`config.mk`:
```
export PLATFORM = sky130hd
export DESIGN_NAME = aud_frame_tx
export DESIGN_NICKNAME = d
export VERILOG_FILES = /design/src/rtl/aft_pkg.sv /design/src/rtl/aft_bitclk.sv /design/src/rtl/aft_frame_seq.sv /design/src/rtl/aft_shift_out.sv /design/src/rtl/aud_frame_tx.sv
export SDC_FILE = /design/constraint.sdc
export NUM_CORES = 1
export LEC_CHECK = 0
export ABC_AREA = 1
export BUFFER_PORTS_ARGS = -buffer_cell sky130_fd_sc_hd__buf_2
export CORE_MARGIN = 5
export CORE_UTILIZATION = 35
export CTS_CLUSTER_DIAMETER = 150
export CTS_CLUSTER_SIZE = 12
export DETAILED_ROUTE_END_ITERATION = 12
export HOLD_SLACK_MARGIN = 0.02
export PLACE_DENSITY = 0.62
export SLEW_MARGIN = 0
export SYNTH_ARGS = -nofsm -noshare
export SYNTH_HDL_FRONTEND = slang
export SYNTH_SLANG_ARGS = --single-unit
```
`constraint.sdc`:
```
create_clock -name clk -period 11.1 [get_ports clk]
set_input_delay 2.775 -clock clk [delete_from_list [all_inputs] [get_ports clk]]
set_output_delay 2.775 -clock clk [all_outputs]
set_load 0.03 [all_outputs]
```
`src/rtl/aft_pkg.sv`:
```
package aft_pkg;
    localparam int DEF_DIV_W     = 8;
    localparam int DEF_WORD_W    = 32;
    localparam int DEF_MAX_SLOTS = 16;

    typedef enum logic {
        ORD_MSB_FIRST = 1'b0,
        ORD_LSB_FIRST = 1'b1
    } bit_order_e;
endpackage

```
`src/rtl/aft_bitclk.sv`:
```
module aft_bitclk #(
    parameter int DIV_W = aft_pkg::DEF_DIV_W
) (
    input  logic             clk,
    input  logic             rst_n,
    input  logic             en,
    input  logic [DIV_W-1:0] cfg_div,
    input  logic             cfg_drive_rise,
    output logic             bclk,
    output logic             drive_tick
);
    typedef struct packed {
        logic [DIV_W-1:0] cnt;
        logic             lvl;
    } bc_t;

    bc_t bc_d, bc_q;
    logic term;

    always_comb begin
        bc_d       = bc_q;
        term       = en && (bc_q.cnt == cfg_div);
        drive_tick = term && (bc_q.lvl == !cfg_drive_rise);
        if (!en) begin
            bc_d.cnt = '0;
            bc_d.lvl = !cfg_drive_rise;
        end else if (term) begin
            bc_d.cnt = '0;
            bc_d.lvl = !bc_q.lvl;
        end else begin
            bc_d.cnt = bc_q.cnt + DIV_W'(1);
        end
    end

    always_ff @(posedge clk or negedge rst_n) begin
        if (!rst_n) begin
            bc_q <= '{cnt: '0, lvl: 1'b1};
        end else begin
            bc_q <= bc_d;
        end
    end

    assign bclk = bc_q.lvl;

    // the half-period counter never passes the programmed limit
    p_div_bound_r1: assert property (@(posedge clk) disable iff (!rst_n)
        en |-> (bc_q.cnt <= cfg_div));

    // a disabled bit clock rests at the level opposite to the drive edge
    p_rest_level_r1: assert property (@(posedge clk) disable iff (!rst_n)
        !en |=> (bclk == !$past(cfg_drive_rise)));
endmodule

```
`src/rtl/aft_frame_seq.sv`:
```
module aft_frame_seq #(
    parameter int WORD_W    = aft_pkg::DEF_WORD_W,
    parameter int MAX_SLOTS = aft_pkg::DEF_MAX_SLOTS
) (
    input  logic                         clk,
    input  logic                         rst_n,
    input  logic                         en,
    input  logic                         drive_tick,
    input  logic                         cfg_sync_early,
    input  logic [$clog2(WORD_W)-1:0]    cfg_sync_w,
    input  logic [$clog2(WORD_W)-1:0]    cfg_slot_bits,
    input  logic [$clog2(MAX_SLOTS)-1:0] cfg_slots,
    input  logic [MAX_SLOTS-1:0]         cfg_mask,
    input  logic                         fifo_empty,
    output logic                         slot_start,
    output logic                         take_word,
    output logic                         starve,
    output logic [$clog2(WORD_W)-1:0]    bit_nx,
    output logic                         sync_act
);
    localparam int BIT_W  = $clog2(WORD_W);
    localparam int SLOT_W = $clog2(MAX_SLOTS);
    localparam int POS_W  = BIT_W + SLOT_W;

    typedef struct packed {
        logic              started;
        logic [POS_W-1:0]  fpos;
        logic [BIT_W-1:0]  bitc;
        logic [SLOT_W-1:0] slot;
        logic              sync;
    } seq_t;

    seq_t sq_d, sq_q;
    logic [POS_W:0]   slots_n, bits_n, frame_len;
    logic [POS_W-1:0] frame_last, lead_pos;
    logic             new_slot;
    logic             want_word;

    always_comb begin
        slots_n    = {{(POS_W+1-SLOT_W){1'b0}}, cfg_slots} + (POS_W+1)'(1);
        bits_n     = {{(POS_W+1-BIT_W){1'b0}}, cfg_slot_bits} + (POS_W+1)'(1);
        frame_len  = slots_n * bits_n;
        frame_last = POS_W'(frame_len - (POS_W+1)'(1));
    end

    always_comb begin
        sq_d     = sq_q;
        new_slot = 1'b0;
        lead_pos = '0;
        if (!en) begin
            sq_d = '0;
        end else if (drive_tick) begin
            if (!sq_q.started) begin
                sq_d.started = 1'b1;
                sq_d.fpos    = frame_last;
                sq_d.bitc    = cfg_slot_bits;
                sq_d.slot    = cfg_slots;
            end else if (sq_q.fpos == frame_last) begin
                sq_d.fpos = '0;
                sq_d.bitc = '0;
                sq_d.slot = '0;
                new_slot  = 1'b1;
            end else begin
                sq_d.fpos = sq_q.fpos + POS_W'(1);
                if (sq_q.bitc == cfg_slot_bits) begin
                    sq_d.bitc = '0;
                    sq_d.slot = sq_q.slot + SLOT_W'(1);
                    new_slot  = 1'b1;
                end else begin
                    sq_d.bitc = sq_q.bitc + BIT_W'(1);
                end
            end
            if (cfg_sync_early) begin
                lead_pos = (sq_d.fpos == frame_last) ? '0 : sq_d.fpos + POS_W'(1);
            end else begin
                lead_pos = sq_d.fpos;
            end
            sq_d.sync = (lead_pos <= {{(POS_W-BIT_W){1'b0}}, cfg_sync_w});
        end
        want_word  = new_slot && !cfg_mask[sq_d.slot];
        slot_start = new_slot;
        take_word  = want_word && !fifo_empty;
        starve     = want_word && fifo_empty;
        bit_nx     = sq_d.bitc;
    end

    always_ff @(posedge clk or negedge rst_n) begin
        if (!rst_n) begin
            sq_q <= '0;
        end else begin
            sq_q <= sq_d;
        end
    end

    assign sync_act = sq_q.sync;

    // the frame position stays inside the programmed frame length
    p_pos_bound_r5: assert property (@(posedge clk) disable iff (!rst_n)
        (en && sq_q.started) |-> (sq_q.fpos <= frame_last));

    // the first bit period after enable sits at the last frame position
    p_lead_in_r9: assert property (@(posedge clk) disable iff (!rst_n)
        (en && $rose(sq_q.started)) |-> (sq_q.fpos == frame_last));

    // a word is only taken at the first bit of a slot
    p_take_at_slot_r7: assert property (@(posedge clk) disable iff (!rst_n)
        take_word |-> (drive_tick && bit_nx == '0));
endmodule

```
`src/rtl/aft_shift_out.sv`:
```
module aft_shift_out #(
    parameter int WORD_W = aft_pkg::DEF_WORD_W
) (
    input  logic                      clk,
    input  logic                      rst_n,
    input  logic                      en,
    input  logic                      drive_tick,
    input  logic                      slot_start,
    input  logic                      take_word,
    input  logic                      starve,
    input  logic [$clog2(WORD_W)-1:0] bit_nx,
    input  logic [$clog2(WORD_W)-1:0] cfg_slot_bits,
    input  logic                      cfg_lsb_first,
    input  logic [WORD_W-1:0]         fifo_data,
    output logic                      sdata,
    output logic                      underrun
);
    import aft_pkg::*;

    localparam int BIT_W = $clog2(WORD_W);

    typedef struct packed {
        logic [WORD_W-1:0] word;
        logic              dout;
        logic              under;
    } sh_t;

    sh_t sh_d, sh_q;
    logic [WORD_W-1:0] word_nx;
    logic [BIT_W-1:0]  pick;
    bit_order_e        order;

    always_comb begin
        order   = bit_order_e'(cfg_lsb_first);
        sh_d    = sh_q;
        word_nx = sh_q.word;
        pick    = '0;
        sh_d.under = 1'b0;
        if (!en) begin
            sh_d.word = '0;
            sh_d.dout = 1'b0;
        end else if (drive_tick) begin
            if (slot_start) begin
                word_nx = take_word ? fifo_data : '0;
            end
            if (order == ORD_LSB_FIRST) begin
                pick = BIT_W'(WORD_W - 1) - cfg_slot_bits + bit_nx;
            end else begin
                pick = BIT_W'(WORD_W - 1) - bit_nx;
            end
            sh_d.word  = word_nx;
            sh_d.dout  = word_nx[pick];
            sh_d.under = starve;
        end
    end

    always_ff @(posedge clk or negedge rst_n) begin
        if (!rst_n) begin
            sh_q <= '0;
        end else begin
            sh_q <= sh_d;
        end
    end

    assign sdata    = sh_q.dout;
    assign underrun = sh_q.under;

    // a starved slot sends zero from its first bit
    p_starve_zero_r8: assert property (@(posedge clk) disable iff (!rst_n)
        underrun |-> !sdata);

    // underrun is a single-cycle pulse
    p_under_pulse_r8: assert property (@(posedge clk) disable iff (!rst_n)
        underrun |=> !underrun);
endmodule

```
`src/rtl/aud_frame_tx.sv`:
```
module aud_frame_tx #(
    parameter int DIV_W     = aft_pkg::DEF_DIV_W,
    parameter int WORD_W    = aft_pkg::DEF_WORD_W,
    parameter int MAX_SLOTS = aft_pkg::DEF_MAX_SLOTS
) (
    input  logic                         clk,
    input  logic                         rst_n,
    input  logic                         en,
    input  logic [DIV_W-1:0]             cfg_div,
    input  logic                         cfg_drive_rise,
    input  logic                         cfg_sync_early,
    input  logic                         cfg_sync_low,
    input  logic [$clog2(WORD_W)-1:0]    cfg_sync_w,
    input  logic [$clog2(WORD_W)-1:0]    cfg_slot_bits,
    input  logic [$clog2(MAX_SLOTS)-1:0] cfg_slots,
    input  logic                         cfg_lsb_first,
    input  logic [MAX_SLOTS-1:0]         cfg_mask,
    input  logic                         fifo_empty,
    input  logic [WORD_W-1:0]            fifo_data,
    output logic                         fifo_pop,
    output logic                         bclk,
    output logic                         sync,
    output logic                         sdata,
    output logic                         underrun
);
    localparam int BIT_W = $clog2(WORD_W);

    logic             drive_tick;
    logic             slot_start;
    logic             take_word;
    logic             starve;
    logic [BIT_W-1:0] bit_nx;
    logic             sync_act;

    aft_bitclk #(.DIV_W(DIV_W)) u_bitclk (
        .clk            (clk),
        .rst_n          (rst_n),
        .en             (en),
        .cfg_div        (cfg_div),
        .cfg_drive_rise (cfg_drive_rise),
        .bclk           (bclk),
        .drive_tick     (drive_tick)
    );

    aft_frame_seq #(.WORD_W(WORD_W), .MAX_SLOTS(MAX_SLOTS)) u_seq (
        .clk            (clk),
        .rst_n          (rst_n),
        .en             (en),
        .drive_tick     (drive_tick),
        .cfg_sync_early (cfg_sync_early),
        .cfg_sync_w     (cfg_sync_w),
        .cfg_slot_bits  (cfg_slot_bits),
        .cfg_slots      (cfg_slots),
        .cfg_mask       (cfg_mask),
        .fifo_empty     (fifo_empty),
        .slot_start     (slot_start),
        .take_word      (take_word),
        .starve         (starve),
        .bit_nx         (bit_nx),
        .sync_act       (sync_act)
    );

    aft_shift_out #(.WORD_W(WORD_W)) u_shift (
        .clk           (clk),
        .rst_n         (rst_n),
        .en            (en),
        .drive_tick    (drive_tick),
        .slot_start    (slot_start),
        .take_word     (take_word),
        .starve        (starve),
        .bit_nx        (bit_nx),
        .cfg_slot_bits (cfg_slot_bits),
        .cfg_lsb_first (cfg_lsb_first),
        .fifo_data     (fifo_data),
        .sdata         (sdata),
        .underrun      (underrun)
    );

    assign fifo_pop = take_word;
    assign sync     = sync_act ^ cfg_sync_low;

    // serial data moves only on a drive edge
    p_data_hold_r2: assert property (@(posedge clk) disable iff (!rst_n)
        (en && !drive_tick) |=> $stable(sdata));

    // sync moves only on a drive edge
    p_sync_hold_r3: assert property (@(posedge clk) disable iff (!rst_n)
        (en && !drive_tick) |=> $stable(sync_act));

    // a pop never happens against an empty FIFO
    p_pop_full_r7: assert property (@(posedge clk) disable iff (!rst_n)
        fifo_pop |-> (!fifo_empty && !underrun));
endmodule

```
==> results of run 1 <==
[cells in the final DEF, fill, tap and decap left out, types with 5 or more instances in the layout]
| master | Yosys | final |
|---|---|---|
| a21o_1 | 14 | 14 |
| a21oi_1 | 32 | 32 |
| a22o_1 | 18 | 18 |
| buf_2 | 11 | 82 |
| buf_4 | 0 | 5 |
| clkbuf_16 | 0 | 9 |
| dfrtp_1 | 62 | 62 |
| fa_1 | 16 | 16 |
| ha_1 | 30 | 30 |
| inv_1 | 103 | 103 |
| inv_2 | 14 | 14 |
| nand2_1 | 255 | 255 |
| nand2_2 | 6 | 6 |
| nand3_1 | 88 | 88 |
| nand3b_1 | 22 | 22 |
| nand4_1 | 17 | 17 |
| nor2_1 | 43 | 43 |
| nor2_2 | 6 | 6 |
| nor3_1 | 7 | 7 |
| o2111ai_1 | 7 | 7 |
| o21ai_0 | 18 | 18 |
| o21ai_1 | 5 | 5 |
| o22ai_1 | 8 | 8 |
| or2_1 | 6 | 6 |
| or2_2 | 7 | 7 |
| xnor2_1 | 7 | 7 |
| xor2_1 | 28 | 28 |
[layout make-up]
type,count,area (µm²)
tap,225,282
multi-input combinational,676,4030
inverter,117,439
clock inverter,5,57.6
fill,1785,10300
clock buffer,11,243
timing repair buffer,87,448
sequential,63,1580
[through the flow]
| stage | area (µm²) | util | hold slack, ns | std cells | power (mW) |
|---|---|---|---|---|---|
| floorplan | 6200 | - | 0.450 | 888 | 0.603 |
| global placement | 6780 | 0.390 | 0.458 | 1168 | 0.708 |
| detailed placement | 6780 | 0.390 | 0.463 | 1168 | 0.715 |
| CTS | 7080 | 0.408 | 0.477 | 1184 | 1.01 |
| global route | 7080 | 0.408 | 0.488 | 1184 | 1.08 |
| finish | 7080 | 0.408 | 0.473 | 1184 | 1.00 |
[worst min-delay path: cells and delay by family (launching register included)]
| kind | cells | cell delay (ns) |
|---|---|---|
| flip-flops | 1 | 0.33 |
| AND/OR/NAND/NOR | 2 | 0.11 |
[metal layers]
| layer | track usage | vias to the layer above |
|---|---|---|
| li1 | - | 3038 |
| met1 | 0.235 | 2832 |
| met2 | 0.263 | 167 |
| met3 | 0.0268 | 26 |
| met4 | 0.0465 | 2 |
| met5 | 0 | - |
[cells by family (layout without fill, tap and decap cells)]
| kind of cell | count (synthesis) | after routing |
|---|---|---|
| AOI/OAI and AO/OA | 118 | 118 |
| xor gates and xnor gates | 35 | 35 |
| adders and majority gates | 46 | 46 |
| buffers and inverters | 149 | 220 |
| DFF | 63 | 63 |
| and+or+nand+nor | 477 | 477 |
[state kept, by name, indices dropped and copies added, names as in the netlist]
register and count:
u_bitclk.bc_q 8, u_seq.sq_q 19, u_shift.underrun 1, u_shift.sh_q 32, u_bitclk.bclk 1, u_seq.sync_act 1
u_shift.sdata 1
[power by group]
group	leakage [nW]	internal, mW	switching, mW
Sequential	0.874	0.232	0.00157
Combinational	2.73	0.175	0.304
Clock	0.138	0.180	0.109
Total	3.74	0.586	0.414
[path summary, 6_finish.rpt]
kind	endpoint	slack, ns	cells after the start
max	fifo_pop	0.55	28
min	u_shift.sdata	0.47	2
max reg2reg	u_shift.sdata	5.33	25
min reg2reg	u_shift.sdata	0.47	2
max in group asynchronous	u_bitclk.bc_q[5]	7.93	2
min in group asynchronous	u_shift.sh_q[6]	2.64	2
==> flow_summary.toml, run 1 <==
[critical_path]
r2r-start = "u_bitclk.bc_q[1]"
critical-path-top-delay-family = "adder cells"
crit_type = "input port to output pin"
critPathBufInv = 3
worst_path_most_repeated_cell = "nand2_1"
critPathMaxFanout = 10
required_ns = 8.33
max_stage_delay_ns = 0.57
critPathLaunch = "cfg_slot_bits[1]"
crit_slowest_cell = "fa_1"
arrival_ns = 7.78
worstSetupStartpointType = "input port"
end_kind = "output pin"

[cells_and_area]
nets = 1078
drive_gt1_frac = 0.165
area_growth_pct = 14.1
antenna_cells = 0

[floorplanning]
ios = 83
fp.dieW_um = 143
die_area_um2 = 20500
initial_utilization = 0.357
die_y_um = 143
coreArea_um2 = 17400
rows = 48

[routing]
dr_wl_met3_um = 789
drtPass1Iterations = 5
routed_wl_mm = 16.7
num_vias = 6065
ant_nets = 0
wl_met2_mm = 7.69
highest_layer = "met5"
met1_length_mm = 7.91
post-route-drc-count = 0
wl_per_cell_um = 14.1
viasPerCell = 5.12
drt-initial-drc-count = 424

[synth]
syn_avg_cell_area_um2 = 6.98
synth_ff_type = "dfrtp_1"
yosysSeqAreaShare = 0.254
synth_top_family_by_area = "simple AND/OR/NAND/NOR gates"
synthAdderAreaFrac = 0.112
synth_cell_types = 49
synth_largest_area_cell = "dfrtp_1"
yosys_warnings = 0
yosys.cell_count.top_type = "nand2_1"
ys_ff_latch = 63
synth-async-reset-ratio = 1.00
synthTopCellsByArea = "dfrtp_1 25%, nand2_1 15%, nand3_1 7.1%"
synth_common_cells = "255 x nand2_1, 103 x inv_1, 88 x nand3_1"
synthMuxAreaShare = 0
syn-num-nets = 1012
synthCells = 888
synth_compound_area_frac = 0.126
synth_top_area_frac = 0.250
synthXorXnorAreaFrac = 0.0494
synth-simple-area-share = 0.362
netlist_area_um2 = 6200
synth_edf_count = 0

[clocking]
clockRootBuffer = "clkbuf_16"
cts_resized = 0
cts_buffers = 9
holdBufCountCts = 0
post_cts_buffers = 0
cts.clk_slew.worst_paths_ns = 0.05
htreeDepth = 3
tritoncts = "yes"
cts_max_path_buffers = 2
cts.sinks = 63
insertion_delay_ns = 0.34

[sta]
tightest_slew_ns = 1.18
rsz0062_at_grt = "false"
skew_ns = 0.0100
maxSlewViolCount = 0
period_needed_ns = 10.55
slew_headroom = 0.209
finalWorstSetupSlack_ns = 0.546
fin_setup_tns_ns = 0
setup_violations = 0
hold_viol_final = 0
fmax_mhz = 94.8
post-route-period-util = 0.951

[power_and_ir_drop]
vdd_drop_max_uv = 82.2
p_per_area_nw_per_um2 = 141
leakagePower_nw = 3.74

[flow_run]
max-cap-violations = 0

[grt]
grt_pass1_vias = 5743
grt_overflow_total = 0
grt_usage = 0.166
antenna_found_initial = 1
grt_max_degree = 64
grt_pass1_wl_mm = 28.0

[worst_hold_path]
hold_class = "register to register"
worstHoldStart = "u_shift.sdata"

[place]
gp_congestion = 0.858
numPortBuffers = 82
place_ws_ns = 0.542
hpwl_mm = 12.4

[outcome]
outcome = "complete, no violations"
Note: power is estimated with default switching activity, not from simulation.
==> inputs of run 2 (changes only) <==
- CTS_CLUSTER_DIAMETER: 150 -> default
- MAX_ROUTING_LAYER: default -> met4
==> run 2 against run 1 <==
  * Core utilization is essentially flat
  * Sequential cell count is the same
  * Power is essentially flat
  * Via count grew 0.16%
  * Die area is the same
  * Sequential power is essentially flat
  * Critical path depth is the same
  * Wire length is essentially flat
  * Fmax shrank 0.19%
  * Critical endpoint unchanged
  * Largest power group unchanged
==> flow_summary.toml, run 2 (synthesized netlist as in run 1, its figures left out) <==
[place]
gp_congestion = 0.872
numPortBuffers = 82
place_area_um2 = 6780
hpwl_mm = 12.4
place_ws_ns = 0.542
placed_cells_incl_taps = 1168

[grt]
grt_overflow_total = 0
grt_max_degree = 64
grt_pass1_wl_mm = 28.0
grt_pass1_vias = 5747
grt_usage = 0.171
antenna_found_initial = 1

[routing]
num_vias = 6075
routed_wl_mm = 16.7
drt-initial-drc-count = 370
ant_nets = 0
viasPerCell = 5.13
post-route-drc-count = 0
wl_per_cell_um = 14.1
drtPass1Iterations = 7

[cells_and_area]
area_growth_pct = 14.1
nets = 1078
top_register = "u_shift.sh_q"
top_regs = "u_shift.sh_q x32, u_seq.sq_q x19, u_bitclk.bc_q x8"
fin_cells = 1185
most-common-layout-cells = "255 x nand2_1, 103 x inv_1, 88 x nand3_1, 82 x buf_2, 62 x dfrtp_1"
drive_gt1_frac = 0.165
fin_area_um2 = 7080
final_common_cell = "nand2_1"
largest_register_ffs = 32

[clocking]
cts.clk_slew.worst_paths_ns = 0.05
clockRootBuffer = "clkbuf_16"
cts.sinks = 63
post_cts_buffers = 0
insertion_delay_ns = 0.34
htreeDepth = 3
holdBufCountCts = 0
cts_max_path_buffers = 2
cts_buffers = 9
cts_resized = 0
tritoncts = "yes"

[sta]
finalWorstSetupSlack_ns = 0.526
skew_ns = 0.0140
fmax_mhz = 94.6
slew_headroom = 0.219
period_needed_ns = 10.57
setup_violations = 0
fin_setup_tns_ns = 0
post-route-period-util = 0.953
maxSlewViolCount = 0
hold_viol_final = 0
rsz0062_at_grt = "false"
tightest_slew_ns = 1.17

[floorplanning]
die_area_um2 = 20500
ios = 83
fp.dieW_um = 143
die_y_um = 143
initial_utilization = 0.357
rows = 48
coreArea_um2 = 17400

[flow_run]
max-cap-violations = 0

[worst_hold_path]
hold_class = "register to register"

[outcome]
outcome = "complete, no violations"

[critical_path]
worstSetupStartpointType = "input port"
crit_type = "input port to output pin"
arrival_ns = 7.80
critPathMaxFanout = 10
required_ns = 8.33
end_kind = "output pin"

[power_and_ir_drop]
p_total_mw = 1.00
leakagePower_nw = 3.74
p_per_area_nw_per_um2 = 141
vdd_drop_max_uv = 82.0
[run 2: power breakdown]
part,switching (mW),internal (mW)
registers,0.00153,0.232
clock network,0.109,0.180
logic,0.303,0.175
[run 2: path summary, 6_finish.rpt]
path / startpoint / to / cells past startpoint / slack (ns)
hold reg to reg: u_shift.sh_q[5] / u_shift.sh_q[5] / 1 / 0.47
min in group asynchronous: rst_n / u_seq.sq_q[8] / 2 / 2.64
setup reg to reg: u_bitclk.bc_q[1] / u_shift.sdata / 25 / 5.33
setup / recovery: cfg_slot_bits[1] / fifo_pop / 28 / 0.53
hold / removal: u_shift.sh_q[5] / u_shift.sh_q[5] / 1 / 0.47
max in group asynchronous: rst_n / u_bitclk.bc_q[5] / 2 / 7.92
[run 2: worst max-delay path, cell delays in order]
cell and delay, ns:
buf_2 0.16, ha_1 0.25, xor2_1 0.34, nand2_1 0.14, fa_1 0.57, fa_1 0.44, fa_1 0.55, inv_1 0.04
ha_1 0.38, a21oi_2 0.22, nand3_1 0.08, nand2_1 0.14, xor2_1 0.16, nand3_1 0.11, nor2_2 0.15, nand3_4 0.14
nand2_4 0.09, nand2_4 0.06, nand2_8 0.10, nand2_8 0.08, nand2_1 0.07, nand2_1 0.05, nand2_1 0.06, nand3_1 0.06
nand2_1 0.08, nor2_2 0.06, nor3_2 0.22, buf_2 0.24
[run 2: metal layers]
metal | vias to the layer above | global-route usage | part of all wire
met3 | 22 | 0.0258 | 0.046
met2 | 180 | 0.263 | 0.46
met4 | 0 | 0.0465 | 0.015
met1 | 2827 | 0.236 | 0.48
li1 | 3046 | - | -
met5 | - | - | 0
[run 2: layout make-up]
class | count | area (µm²)
antenna | 1 | 2.50
clock inverter | 5 | 57.6
sequential | 63 | 1580
multi-input combinational | 676 | 4030
clock buffer | 11 | 243
fill | 1785 | 10300
timing repair buffer | 87 | 448
inverter | 117 | 439
tap | 225 | 282
[run 2: metrics by stage]
step                hold slack [ns]  utilization
floorplan                     0.450            -
global placement              0.458        0.390
detailed placement            0.463        0.390
CTS                           0.477        0.408
global route                  0.488        0.408
finish                        0.474        0.408
